**config.mk**
```make
export PLATFORM = sky130hd
export DESIGN_NAME = cke_power_tracker
export DESIGN_NICKNAME = d
export VERILOG_FILES = /design/src/rtl/cke_track_pkg.sv /design/src/rtl/cke_edge_path.sv /design/src/rtl/cke_state_ctrl.sv /design/src/rtl/cke_power_tracker.sv
export SDC_FILE = /design/constraint.sdc
export NUM_CORES = 1
export LEC_CHECK = 0
export BUFFER_PORTS_ARGS = -buffer_cell sky130_fd_sc_hd__buf_2
export CORE_AREA = 2 2 39 41
export CTS_CLUSTER_DIAMETER = 200
export DETAILED_ROUTE_END_ITERATION = 16
export DIE_AREA = 0 0 41 43
export SYNTH_ARGS = -nofsm -noshare
export SYNTH_HDL_FRONTEND = slang
export SYNTH_SLANG_ARGS = --single-unit
```
**constraint.sdc**
```tcl
create_clock -name clk -period 2.4 [get_ports clk]
set_input_delay 0.36 -clock clk [delete_from_list [all_inputs] [get_ports clk]]
set_output_delay 0.36 -clock clk [all_outputs]
set_load 0.03 [all_outputs]
```
**src/rtl/cke_track_pkg.sv**
```systemverilog
package cke_track_pkg;

  typedef enum logic [1:0] {
    PWR_NORMAL   = 2'b00,
    PWR_ACT_DOWN = 2'b01,
    PWR_PRE_DOWN = 2'b10,
    PWR_SELF_REF = 2'b11
  } pwrState_t;

  localparam logic [2:0] CMD_DESELECT = 3'd0;
  localparam logic [2:0] CMD_NOP      = 3'd1;
  localparam logic [2:0] CMD_REFRESH  = 3'd2;

  // Clock-enable observations handed from the datapath to the control
  typedef struct packed {
    logic prevLvl;
    logic curLvl;
    logic holdShort;
  } ckeEdge_t;

  // Strobes from the control back to the datapath
  typedef struct packed {
    logic raiseErr;
  } ctrlStrobe_t;

endpackage

```
**src/rtl/cke_edge_path.sv**
```systemverilog
module cke_edge_path
  import cke_track_pkg::*;
#(
  parameter int MIN_HOLD = 3
) (
  input  logic        clk,
  input  logic        rst,
  input  logic        ckeIn,
  input  ctrlStrobe_t strobe,
  output ckeEdge_t    edgeInfo,
  output logic        errPulse
);

  localparam int CNT_W = $clog2(MIN_HOLD + 1);
  localparam logic [CNT_W-1:0] HOLD_FULL = CNT_W'(MIN_HOLD);
  localparam logic [CNT_W-1:0] HOLD_ONE  = CNT_W'(1);

  logic             ckePrevQ;
  logic [CNT_W-1:0] holdCntQ;
  logic             errQ;
  logic             toggle;

  assign toggle = ckeIn ^ ckePrevQ;

  always_ff @(posedge clk) begin
    if (rst) begin
      ckePrevQ <= 1'b1;
      holdCntQ <= HOLD_FULL;
      errQ     <= 1'b0;
    end else begin
      ckePrevQ <= ckeIn;
      if (toggle) begin
        holdCntQ <= HOLD_ONE;
      end else if (holdCntQ < HOLD_FULL) begin
        holdCntQ <= holdCntQ + HOLD_ONE;
      end
      errQ <= strobe.raiseErr;
    end
  end

  always_comb begin
    edgeInfo.prevLvl   = ckePrevQ;
    edgeInfo.curLvl    = ckeIn;
    edgeInfo.holdShort = toggle && (holdCntQ < HOLD_FULL);
  end

  assign errPulse = errQ;

  AST_SHORT_HOLD_FLAGGED: assert property (@(posedge clk) disable iff (rst)
    ((ckeIn != ckePrevQ) && (holdCntQ < HOLD_FULL)) |=> errPulse);

  AST_HOLD_COUNT_BOUNDED: assert property (@(posedge clk) disable iff (rst)
    (holdCntQ != '0) && (holdCntQ <= HOLD_FULL));

endmodule

```
**src/rtl/cke_state_ctrl.sv**
```systemverilog
module cke_state_ctrl
  import cke_track_pkg::*;
(
  input  logic        clk,
  input  logic        rst,
  input  logic [2:0]  cmdIn,
  input  logic        bankOpen,
  input  ckeEdge_t    edgeInfo,
  output pwrState_t   stateQ,
  output ctrlStrobe_t strobe
);

  pwrState_t nextState;
  logic      illegal;
  logic      idleCmd;

  assign idleCmd = (cmdIn == CMD_DESELECT) || (cmdIn == CMD_NOP);

  always_comb begin
    nextState = stateQ;
    illegal   = 1'b0;
    if (stateQ == PWR_NORMAL) begin
      unique case ({edgeInfo.prevLvl, edgeInfo.curLvl})
        2'b11: ;
        2'b10: begin
          if (idleCmd) begin
            nextState = bankOpen ? PWR_ACT_DOWN : PWR_PRE_DOWN;
          end else if ((cmdIn == CMD_REFRESH) && !bankOpen) begin
            nextState = PWR_SELF_REF;
          end else begin
            illegal = 1'b1;
          end
        end
        default: illegal = 1'b1;
      endcase
    end else begin
      unique case ({edgeInfo.prevLvl, edgeInfo.curLvl})
        2'b00: ;
        2'b01: begin
          if (idleCmd) nextState = PWR_NORMAL;
          else         illegal   = 1'b1;
        end
        default: illegal = 1'b1;
      endcase
    end
  end

  always_ff @(posedge clk) begin
    if (rst) stateQ <= PWR_NORMAL;
    else     stateQ <= nextState;
  end

  assign strobe.raiseErr = illegal | edgeInfo.holdShort;

  AST_STAY_LOW_POWER: assert property (@(posedge clk) disable iff (rst)
    ((stateQ != PWR_NORMAL) && !edgeInfo.prevLvl && !edgeInfo.curLvl) |=> $stable(stateQ));

  AST_EXIT_LOW_POWER: assert property (@(posedge clk) disable iff (rst)
    ((stateQ != PWR_NORMAL) && !edgeInfo.prevLvl && edgeInfo.curLvl && idleCmd)
      |=> (stateQ == PWR_NORMAL));

  AST_ENTER_ACT_DOWN: assert property (@(posedge clk) disable iff (rst)
    ((stateQ == PWR_NORMAL) && edgeInfo.prevLvl && !edgeInfo.curLvl && idleCmd && bankOpen)
      |=> (stateQ == PWR_ACT_DOWN));

  AST_ENTER_PRE_DOWN: assert property (@(posedge clk) disable iff (rst)
    ((stateQ == PWR_NORMAL) && edgeInfo.prevLvl && !edgeInfo.curLvl && idleCmd && !bankOpen)
      |=> (stateQ == PWR_PRE_DOWN));

  AST_ENTER_SELF_REF: assert property (@(posedge clk) disable iff (rst)
    ((stateQ == PWR_NORMAL) && edgeInfo.prevLvl && !edgeInfo.curLvl
      && (cmdIn == CMD_REFRESH) && !bankOpen) |=> (stateQ == PWR_SELF_REF));

  AST_BAD_FALL_HOLDS: assert property (@(posedge clk) disable iff (rst)
    ((stateQ == PWR_NORMAL) && edgeInfo.prevLvl && !edgeInfo.curLvl && (cmdIn > CMD_REFRESH))
      |=> $stable(stateQ));

  AST_NORMAL_STEADY: assert property (@(posedge clk) disable iff (rst)
    ((stateQ == PWR_NORMAL) && edgeInfo.prevLvl && edgeInfo.curLvl)
      |=> (stateQ == PWR_NORMAL));

endmodule

```
**src/rtl/cke_power_tracker.sv**
```systemverilog
module cke_power_tracker
  import cke_track_pkg::*;
#(
  parameter int MIN_HOLD = 3
) (
  input  logic       clk,
  input  logic       rst,
  input  logic       ckeIn,
  input  logic [2:0] cmdIn,
  input  logic       bankOpen,
  output logic [1:0] powerState,
  output logic       errPulse
);

  ckeEdge_t    edgeInfo;
  ctrlStrobe_t strobe;
  pwrState_t   stateQ;

  cke_edge_path #(.MIN_HOLD(MIN_HOLD)) u_path (
    .clk      (clk),
    .rst      (rst),
    .ckeIn    (ckeIn),
    .strobe   (strobe),
    .edgeInfo (edgeInfo),
    .errPulse (errPulse)
  );

  cke_state_ctrl u_ctrl (
    .clk      (clk),
    .rst      (rst),
    .cmdIn    (cmdIn),
    .bankOpen (bankOpen),
    .edgeInfo (edgeInfo),
    .stateQ   (stateQ),
    .strobe   (strobe)
  );

  assign powerState = stateQ;

  AST_RESET_CLEAN: assert property (@(posedge clk)
    rst |=> ((powerState == 2'b00) && !errPulse));

endmodule

```
---- Word-level counts from Yosys, hierarchy flattened ----
Cells that the tools add are included.
Widths: inputs -> output; s select.
cells by class
  muxes and demuxes ....................... 15
  shift-type cells ........................ 0
  equal/unequal tests ..................... 6
  bitwise logic cells ..................... 2
  reduce and logical (&&, ||, !) cells .... 13
  $lt $le $gt $ge ......................... 1
  $add $sub $neg .......................... 1
  div/mod/pow operators ................... 0
  multiply operators ...................... 0
operators with widths
  cell                 count
  $mux 2               9
  $reduce_bool 2->1    4
  $eq 2x2->1 const B   2
  $logic_not 2->1      2
  $mux 1               4
  $pmux 1 s2           2
  $reduce_and 4->1     1
  $eq 3x1->1 const B   1
  $eq 3x2->1 const B   1
  $logic_not 3->1      1
  $add 2x1->2 const B  1
  $eq 2x1->1 const B   1
  $logic_and 1x1->1    2
  $lt 2x2->1 const B   1
  $ne 2x2->1 const B   1
  $reduce_or 2->1      1
  $logic_not 1->1      1
  $logic_or 1x1->1     1
  $or 1x1->1           1
  $xor 1x1->1          1
storage, ports and cells
  input bits .............................. 7
  RAM bits ................................ 0
  latch bits .............................. 0
  register bits after elaboration ......... 6
  bits in read-only memories .............. 0
  memories ................................ 0

---- Logic depth before layout (Yosys ltp) ----
Gate-level depths: netlist of the first run.
  depth after elaboration ................. 7
  mapped depth ............................ 5

---- Hierarchy ----
Synthesis of the first run repeated with hierarchy kept, for this count alone.
unflattened totals
  cells, all modules ...................... 38
  area total of the unflattened synthesis .. 350.3 um^2
by module, submodules not included
  module          cells an instance  times used  area each (um^2)
  cke_state_ctrl  23                 1           180.2
  cke_edge_path   15                 1           170.2

---- Worst setup path after synthesis of the first run ----
Ideal clock, no wire load.
  kind .................................... input port to flip-flop
  start point ............................. in ckeIn
  end point ............................... reg u_ctrl.stateQ[0]
  path buffers ............................ 0
  path slack .............................. 0.890 ns
  required time ........................... 2.330 ns
  stages on the path ...................... 5
  data arrival time ....................... 1.440 ns
  library setup time ...................... 0.070 ns
  cell sequence ........................... inv_1 ha_1 or4b_1 or3_1 o2bb2ai_1
on the way
  cells in the longest elaborated chain, start to end .. 3
  elaborated cells on any way between the ends .. 5
  those cells by class .................... eq/ne (3); reduce/logical (2)
RTL lines
  item                                                              RTL line                                    text
  start, declared                                                   cke_power_tracker.sv:8                      input logic ckeIn,
  $eq 2x2->1 / $eq 2x1->1 (equally long branches)                   cke_state_ctrl.sv:23, cke_state_ctrl.sv:37
  $ne 2x2->1 (no line) / $reduce_bool 2->1 (equally long branches)  n/a
  $reduce_and 4->1 (no line) (*)                                    n/a
  end signal, assigned                                              cke_state_ctrl.sv:50                        else stateQ <= nextState;
  end, declared                                                     cke_state_ctrl.sv:9                         output pwrState_t stateQ,
Mark *: on every way between the ends. The rest lies on a longest branch, timed or not.
A chain may end at the register's enable or synchronous reset.

---- Worst setup path after layout of the first run ----
  start point ............................. reg u_path.ckePrevQ
  end point ............................... reg u_ctrl.stateQ[0]
on the way
  cells in the longest elaborated chain, start to end .. 3
  elaborated cells on any way between the ends .. 5
  those cells by class .................... eq/ne (3); reduce/logical (2)
RTL lines
  item                                                              RTL line                                    text
  start, declared                                                   cke_edge_path.sv:18                         logic ckePrevQ;
  start signal, assigned                                            cke_edge_path.sv:31                         ckePrevQ <= ckeIn;
  $eq 2x2->1 / $eq 2x1->1 (equally long branches)                   cke_state_ctrl.sv:23, cke_state_ctrl.sv:37
  $ne 2x2->1 (no line) / $reduce_bool 2->1 (equally long branches)  n/a
  $reduce_and 4->1 (no line) (*)                                    n/a
Marked as above.

==> metrics.md, run 1 <==
| Metric | Value |
|---|---|
| Status | `complete, no violations` |
| Number of global-route vias before repair | `281` |
| Tcrit/Tclk final | `0.624` |
| Post-Syn Nets | `47` |
| Via count | `300` |
| Die height | `43 um` |
| Worst Hold Launch | `rst` |
| Clock buffer depth | `2` |
| Critical Path Source Type | `register` |
| Fin util | `0.307` |
| Synth Warn # | `0` |
| TNS Setup | `0 ns` |
| Hold_buf cts | `0` |
| Clk sinks | `6` |
| Largest net degree at the start of global routing | `7` |
| Hold/Removal Path Class | `input port to register` |
| Initial Utilization | `0.244` |
| Fraction of layout cells with a size suffix above 1 | `0.277` |
| Pwr Total | `0.266 mW` |
| Setup WS pre-CTS | `0.694 ns` |
| Area delta synth->final | `25.9%` |
| Nets@finish | `61` |
| RSZ-0062 raised after global routing | `no` |
| Clock Latency Late Sink | `0.24 ns` |
| Reg clk slew, reported paths | `0.05 ns` |
| Antenna-violating nets left | `0` |
| Setup ws final | `0.902 ns` |
| Tightest Pin Transition | `0.222 ns` |
| H-tree depth | `1` |
| Critical Path RT | `2.57 ns` |
| Post-CTS sizing | `0` |
| Drt via density | `4.76` |
| Clock Tree Root | `clkbuf_4` |
| Synth top area share | `0.356` |
| Post-CTS Setup Bufs | `0` |
| P_leak | `0.204 nW` |
| Fillcell total | `156` |
| Synth Area per Inst | `9.65 um2` |
| WP data arrival | `1.67 ns` |
| Hold path depth | `2` |
| Num CTS Buffers | `3` |
| Max Clock Freq | `0.667 GHz` |
| Initial DRC Count | `6` |
| Synth Register Bits | `6` |
| Relative slew margins | `0.851` |
| Max-slew violations | `0` |
| R2R depth | `4` |
| Area of the mapped netlist | `338 um2` |
| Core Rows | `14` |
| R2R Setup Slk | `0.90 ns` |
| Port Buffers | `9` |
| Post-synth top area cell | `dfxtp_1` |
| Initial antenna violation count | `0` |
| DRC violations left | `0` |
| Core ar. | `1380 um2` |
| Antenna cells | `0` |
| Ports | `10` |
| Final hold violation count | `0` |
| CTS tree | `built` |
| Min Tclk post-route | `1.50 ns` |
| Die ar. | `1760 um2` |
| Clk_skew | `0.00333 ns` |
| Yosys cell types | `20` |
| Max Cap Violations | `0` |
| Pwr dens | `626 nW/um2` |
| Synth Instances | `35` |
| Die X | `41 um` |
| Setup violators final | `0` |
| First-pass detailed-route iteration total | `4` |
| Worst hold endpoint | `u_path.errPulse` |
| First-pass GRT wire length | `1070 um` |
| Congestion Overflow GR | `0` |
| CP endpoint kind | `register` |
| Crit path kind | `register to register` |
| GRT Util Overall | `0.0954` |
| WL/cell | `9.17 um` |
| Synth top area cells | `dfxtp_1 36%, ha_1 19%, o2bb2ai_1 5.2%` |
| RR Startpoint | `u_path.ckePrevQ` |
| Final wirelength | `578 um` |
| Worst vdd ir | `392 uV` |
| RD Place Congestion | `0.728` |
| Worst reg2reg path endpoint | `u_ctrl.stateQ[0]` |
| Seq/Total Area, Yosys | `0.356` |
| Max Fanout on Critical Path | `3` |
-- layout make-up --
class / instances / area [um2] / area share
multi-input combinational: 26 / 206 / 0.485
sequential: 6 / 120 / 0.282
timing repair buffer: 9 / 45.0 / 0.106
clock buffer: 3 / 22.5 / 0.0529
tap: 16 / 20.0 / 0.0471
inverter: 3 / 11.3 / 0.0265
-- power breakdown --
group / switching (mW) / internal, mW
Sequential: 0.00566 / 0.109
Clock: 0.0348 / 0.0565
Combinational: 0.0318 / 0.0282
Total: 0.0722 / 0.194
-- routing by layer --
layer,up-vias,share of wire,track usage
met4,0,0.024,0.0400
met3,2,0.059,0.0785
met5,-,0,0
met2,8,0.52,0.134
li1,154,-,-
met1,136,0.39,0.0997
-- sequential cells by signal (all words and copies together) (netlist names) --
name	flops
u_path.ckePrevQ	1
u_path.errPulse	1
u_ctrl.stateQ	2
u_path.holdCntQ	2
-- per-stage QoR --
| step | std cells | instance area [um2] | hold WS [ns] |
|---|---|---|---|
| 3_5_place_dp | 60 | 403 | 0.502 |
| 2_1_floorplan | 35 | 338 | 0.429 |
| 4_1_cts | 63 | 425 | 0.353 |
| 3_3_place_gp | 60 | 403 | 0.507 |
| 6_report | 63 | 425 | 0.361 |
| 5_1_grt | 63 | 425 | 0.371 |
-- cells in the mapped netlist, drive strengths merged --
library cell / count
xnor2: 1
o211ai: 1
ha: 5
a211o: 1
nor4: 1
inv: 3
nor3: 1
o2bb2ai: 2
o21a: 1
dfxtp: 6
and2: 1
nor2: 2
or3: 2
or2: 1
o21bai: 1
nor2b: 1
or4b: 1
mux2i: 1
a31oi: 1
a21oi: 2
-- worst max path at each step --
| stage | cells after the start | endpoint | slack [ns] | start |
|---|---|---|---|---|
| 3_3_place_gp | 6 | u_ctrl.stateQ[1] | 0.70 | ckeIn |
| 6_report | 4 | u_ctrl.stateQ[0] | 0.90 | u_path.ckePrevQ |
| 3_5_place_dp | 6 | u_ctrl.stateQ[0] | 0.69 | ckeIn |
| 5_1_grt | 4 | u_ctrl.stateQ[1] | 0.75 | u_path.ckePrevQ |
| 2_1_floorplan | 5 | u_ctrl.stateQ[0] | 0.89 | ckeIn |
| 4_1_cts | 4 | u_ctrl.stateQ[1] | 0.90 | u_path.ckePrevQ |
-- critical path, stage by stage, from the launching register on --
cell	delay, ns
dfxtp_1	0.34
ha_1	0.19
or4b_1	0.42
or3_1	0.33
o2bb2ai_1	0.14
-- cell usage in the layout (no fill, tap or decap) --
cell type	instances
nor4_1	1
clkbuf_4	3
nor2b_1	1
inv_1	3
o2bb2ai_1	2
or3_1	2
xnor2_1	1
o211ai_1	1
nor3_1	1
dfxtp_1	6
o21a_1	1
and2_1	1
or4b_1	1
a211o_1	1
or2_2	1
o21bai_1	1
mux2i_1	1
nor2_1	2
ha_1	5
a31oi_1	1
buf_2	9
a21oi_1	2
-- logic make-up after synthesis --
logic type                 count (synthesis)  share of synthesized area
AOI/OAI and AO/OA                          9                      0.193
muxes                                      1                     0.0296
DFF                                        6                      0.356
xor gates and xnor gates                   1                     0.0259
buffers and inverters                      3                     0.0333
adders and majority gates                  5                      0.185
and+or+nand+nor                           10                      0.178
(Power assumes the default switching activity.)
==> inputs of run 2 (changes only) <==
clock period = 1.55 ns   (was 2.4 ns; I/O delays follow)
==> metrics.md, run 2 (synthesis gave the netlist of run 1 again) <==
| Metric | Value |
|---|---|
| R2R depth | `4` |
| Final wirelength | `680 um` |
| Net Sw Frac | `0.275` |
| CP endpoint kind | `register` |
| Sw power | `0.117 mW` |
| Port Buffers | `9` |
| GRT Util Overall | `0.111` |
| Tightest Pin Transition | `0.219 ns` |
| P_leak | `0.226 nW` |
| RD Place Congestion | `0.725` |
| Hold/Removal Path Class | `input port to register` |
| Fillcell total | `165` |
| H-tree depth | `1` |
| Pwr dens | `921 nW/um2` |
| Hold_ws | `0.236 ns` |
| Area delta synth->final | `36.7%` |
| CTS tree | `built` |
| Reg clk slew, reported paths | `0.05 ns` |
| Critical path's slowest cell | `or4b_1` |
| Num CTS Buffers | `3` |
| Critical path cell sequence | `ha_1 > or4b_1 > or3_4 > o2bb2ai_1` |
| Initial antenna violation count | `0` |
| Congestion Overflow GR | `0` |
| Setup WS pre-CTS | `-0.0420 ns` |
| Setup violators final | `0` |
| Antenna cells | `0` |
| Leading registers by flop count | `u_ctrl.stateQ x2, u_path.holdCntQ x2` |
| Max-slew violations | `0` |
| Clock Latency Late Sink | `0.24 ns` |
| Non-filler cells, final | `67` |
| Initial DRC Count | `2` |
| WP data arrival | `1.64 ns` |
| Min Tclk post-route | `1.47 ns` |
| Hold path depth | `2` |
| Final hold violation count | `0` |
| Fraction of layout cells with a size suffix above 1 | `0.373` |
| Logic pwr share | `0.249` |
| Via count | `301` |
| Number of global-route vias before repair | `300` |
| Setup ws final | `0.0803 ns` |
| Core ar. | `1380 um2` |
| Largest net degree at the start of global routing | `7` |
| Max Cap Violations | `0` |
| Tcrit/Tclk final | `0.948` |
| Core Rows | `14` |
| Drt via density | `4.49` |
| Clk_skew | `0.00505 ns` |
| Die ar. | `1760 um2` |
| Placed inst area | `433 um2` |
| Nets@finish | `65` |
| Placed cell count | `64` |
| Clk pwr share | `0.337` |
| Sequential share of power | `0.414` |
| TNS Setup | `0 ns` |
| Clock buffer depth | `2` |
| WL/cell | `10.1 um` |
| Hold_buf cts | `0` |
| First-pass GRT wire length | `1190 um` |
| Most frequent cells in the layout | `9 x buf_2, 5 x ha_1, 5 x dfxtp_1` |
| Max Fanout on Critical Path | `3` |
| Fin util | `0.334` |
| Die height | `43 um` |
| Relative slew margins | `0.853` |
| DRC violations left | `0` |
| Pwr Total | `0.425 mW` |
| Clock Tree Root | `clkbuf_4` |
| Antenna-violating nets left | `0` |
| Ports | `10` |
| Max Clock Freq | `0.680 GHz` |
| Die X | `41 um` |
| First-pass detailed-route iteration total | `2` |
| Initial Utilization | `0.244` |
| Crit path kind | `register to register` |
| Status | `complete, no violations` |
| Design Area, Final | `462 um2` |
| Int Pwr | `0.308 mW` |
| Clk sinks | `6` |
| Most common cell after layout, fill and taps aside | `buf_2` |
| Hpwl dp | `564 um` |
| Critical Path Source Type | `register` |
| RSZ-0062 raised after global routing | `no` |
| Critical Path RT | `1.72 ns` |
| Max incr delay on CP | `0.43 ns` |
| Worst vdd ir | `287 uV` |
## run 2: final cells by class
type                    instances  area, um2  area share
inverters                       3       11.3      0.0244
well taps                      16       20.0      0.0434
multi-input cells              26        211       0.458
clock buffers                   3       22.5      0.0488
repair buffers                 13       75.1       0.163
flip-flops and latches          6        121       0.263
## run 2: final timing paths
check                          start                 end  slack, ns
hold reg to reg   u_path.holdCntQ[1]  u_path.holdCntQ[1]       0.53
setup reg to reg     u_path.ckePrevQ    u_ctrl.stateQ[1]       0.08
setup / recovery     u_path.ckePrevQ    u_ctrl.stateQ[1]       0.08
hold / removal                   rst     u_path.errPulse       0.24
## run 2: worst max-delay path, delay by kind of cell (launching register included)
kind	cells	cell delay (ns)
AND/OR/NAND/NOR	2	0.77
flip-flops	1	0.33
adder cells (fa/ha/maj)	1	0.15
AO/OA/AOI/OAI	1	0.14
## run 2: repair_timing
| item | in CTS | in global routing |
|---|---|---|
| buffers inserted | 0 | 0 |
| hold endpoints to repair | 0 | 0 |
| endpoints found under the setup margin | 0 | 2 |
| gates resized for setup | 0 | 2 |
## run 2: power groups by stage
stage,Sequential (mW),Clock [mW],Combinational (mW)
3_3_place_gp,0.179,0,0.103
6_report,0.176,0.143,0.106
5_1_grt,0.178,0.159,0.120
2_1_floorplan,0.193,0,0.0546
4_1_cts,0.176,0.154,0.106
3_5_place_dp,0.179,0,0.106
## run 2: routing by layer
layer / track usage / routed length [um] / vias up
li1: - / - / 163
met4: 0.120 / 19 / 0
met3: 0.0314 / 22 / 2
met5: 0 / 0 / -
met2: 0.150 / 349 / 6
met1: 0.123 / 287 / 130
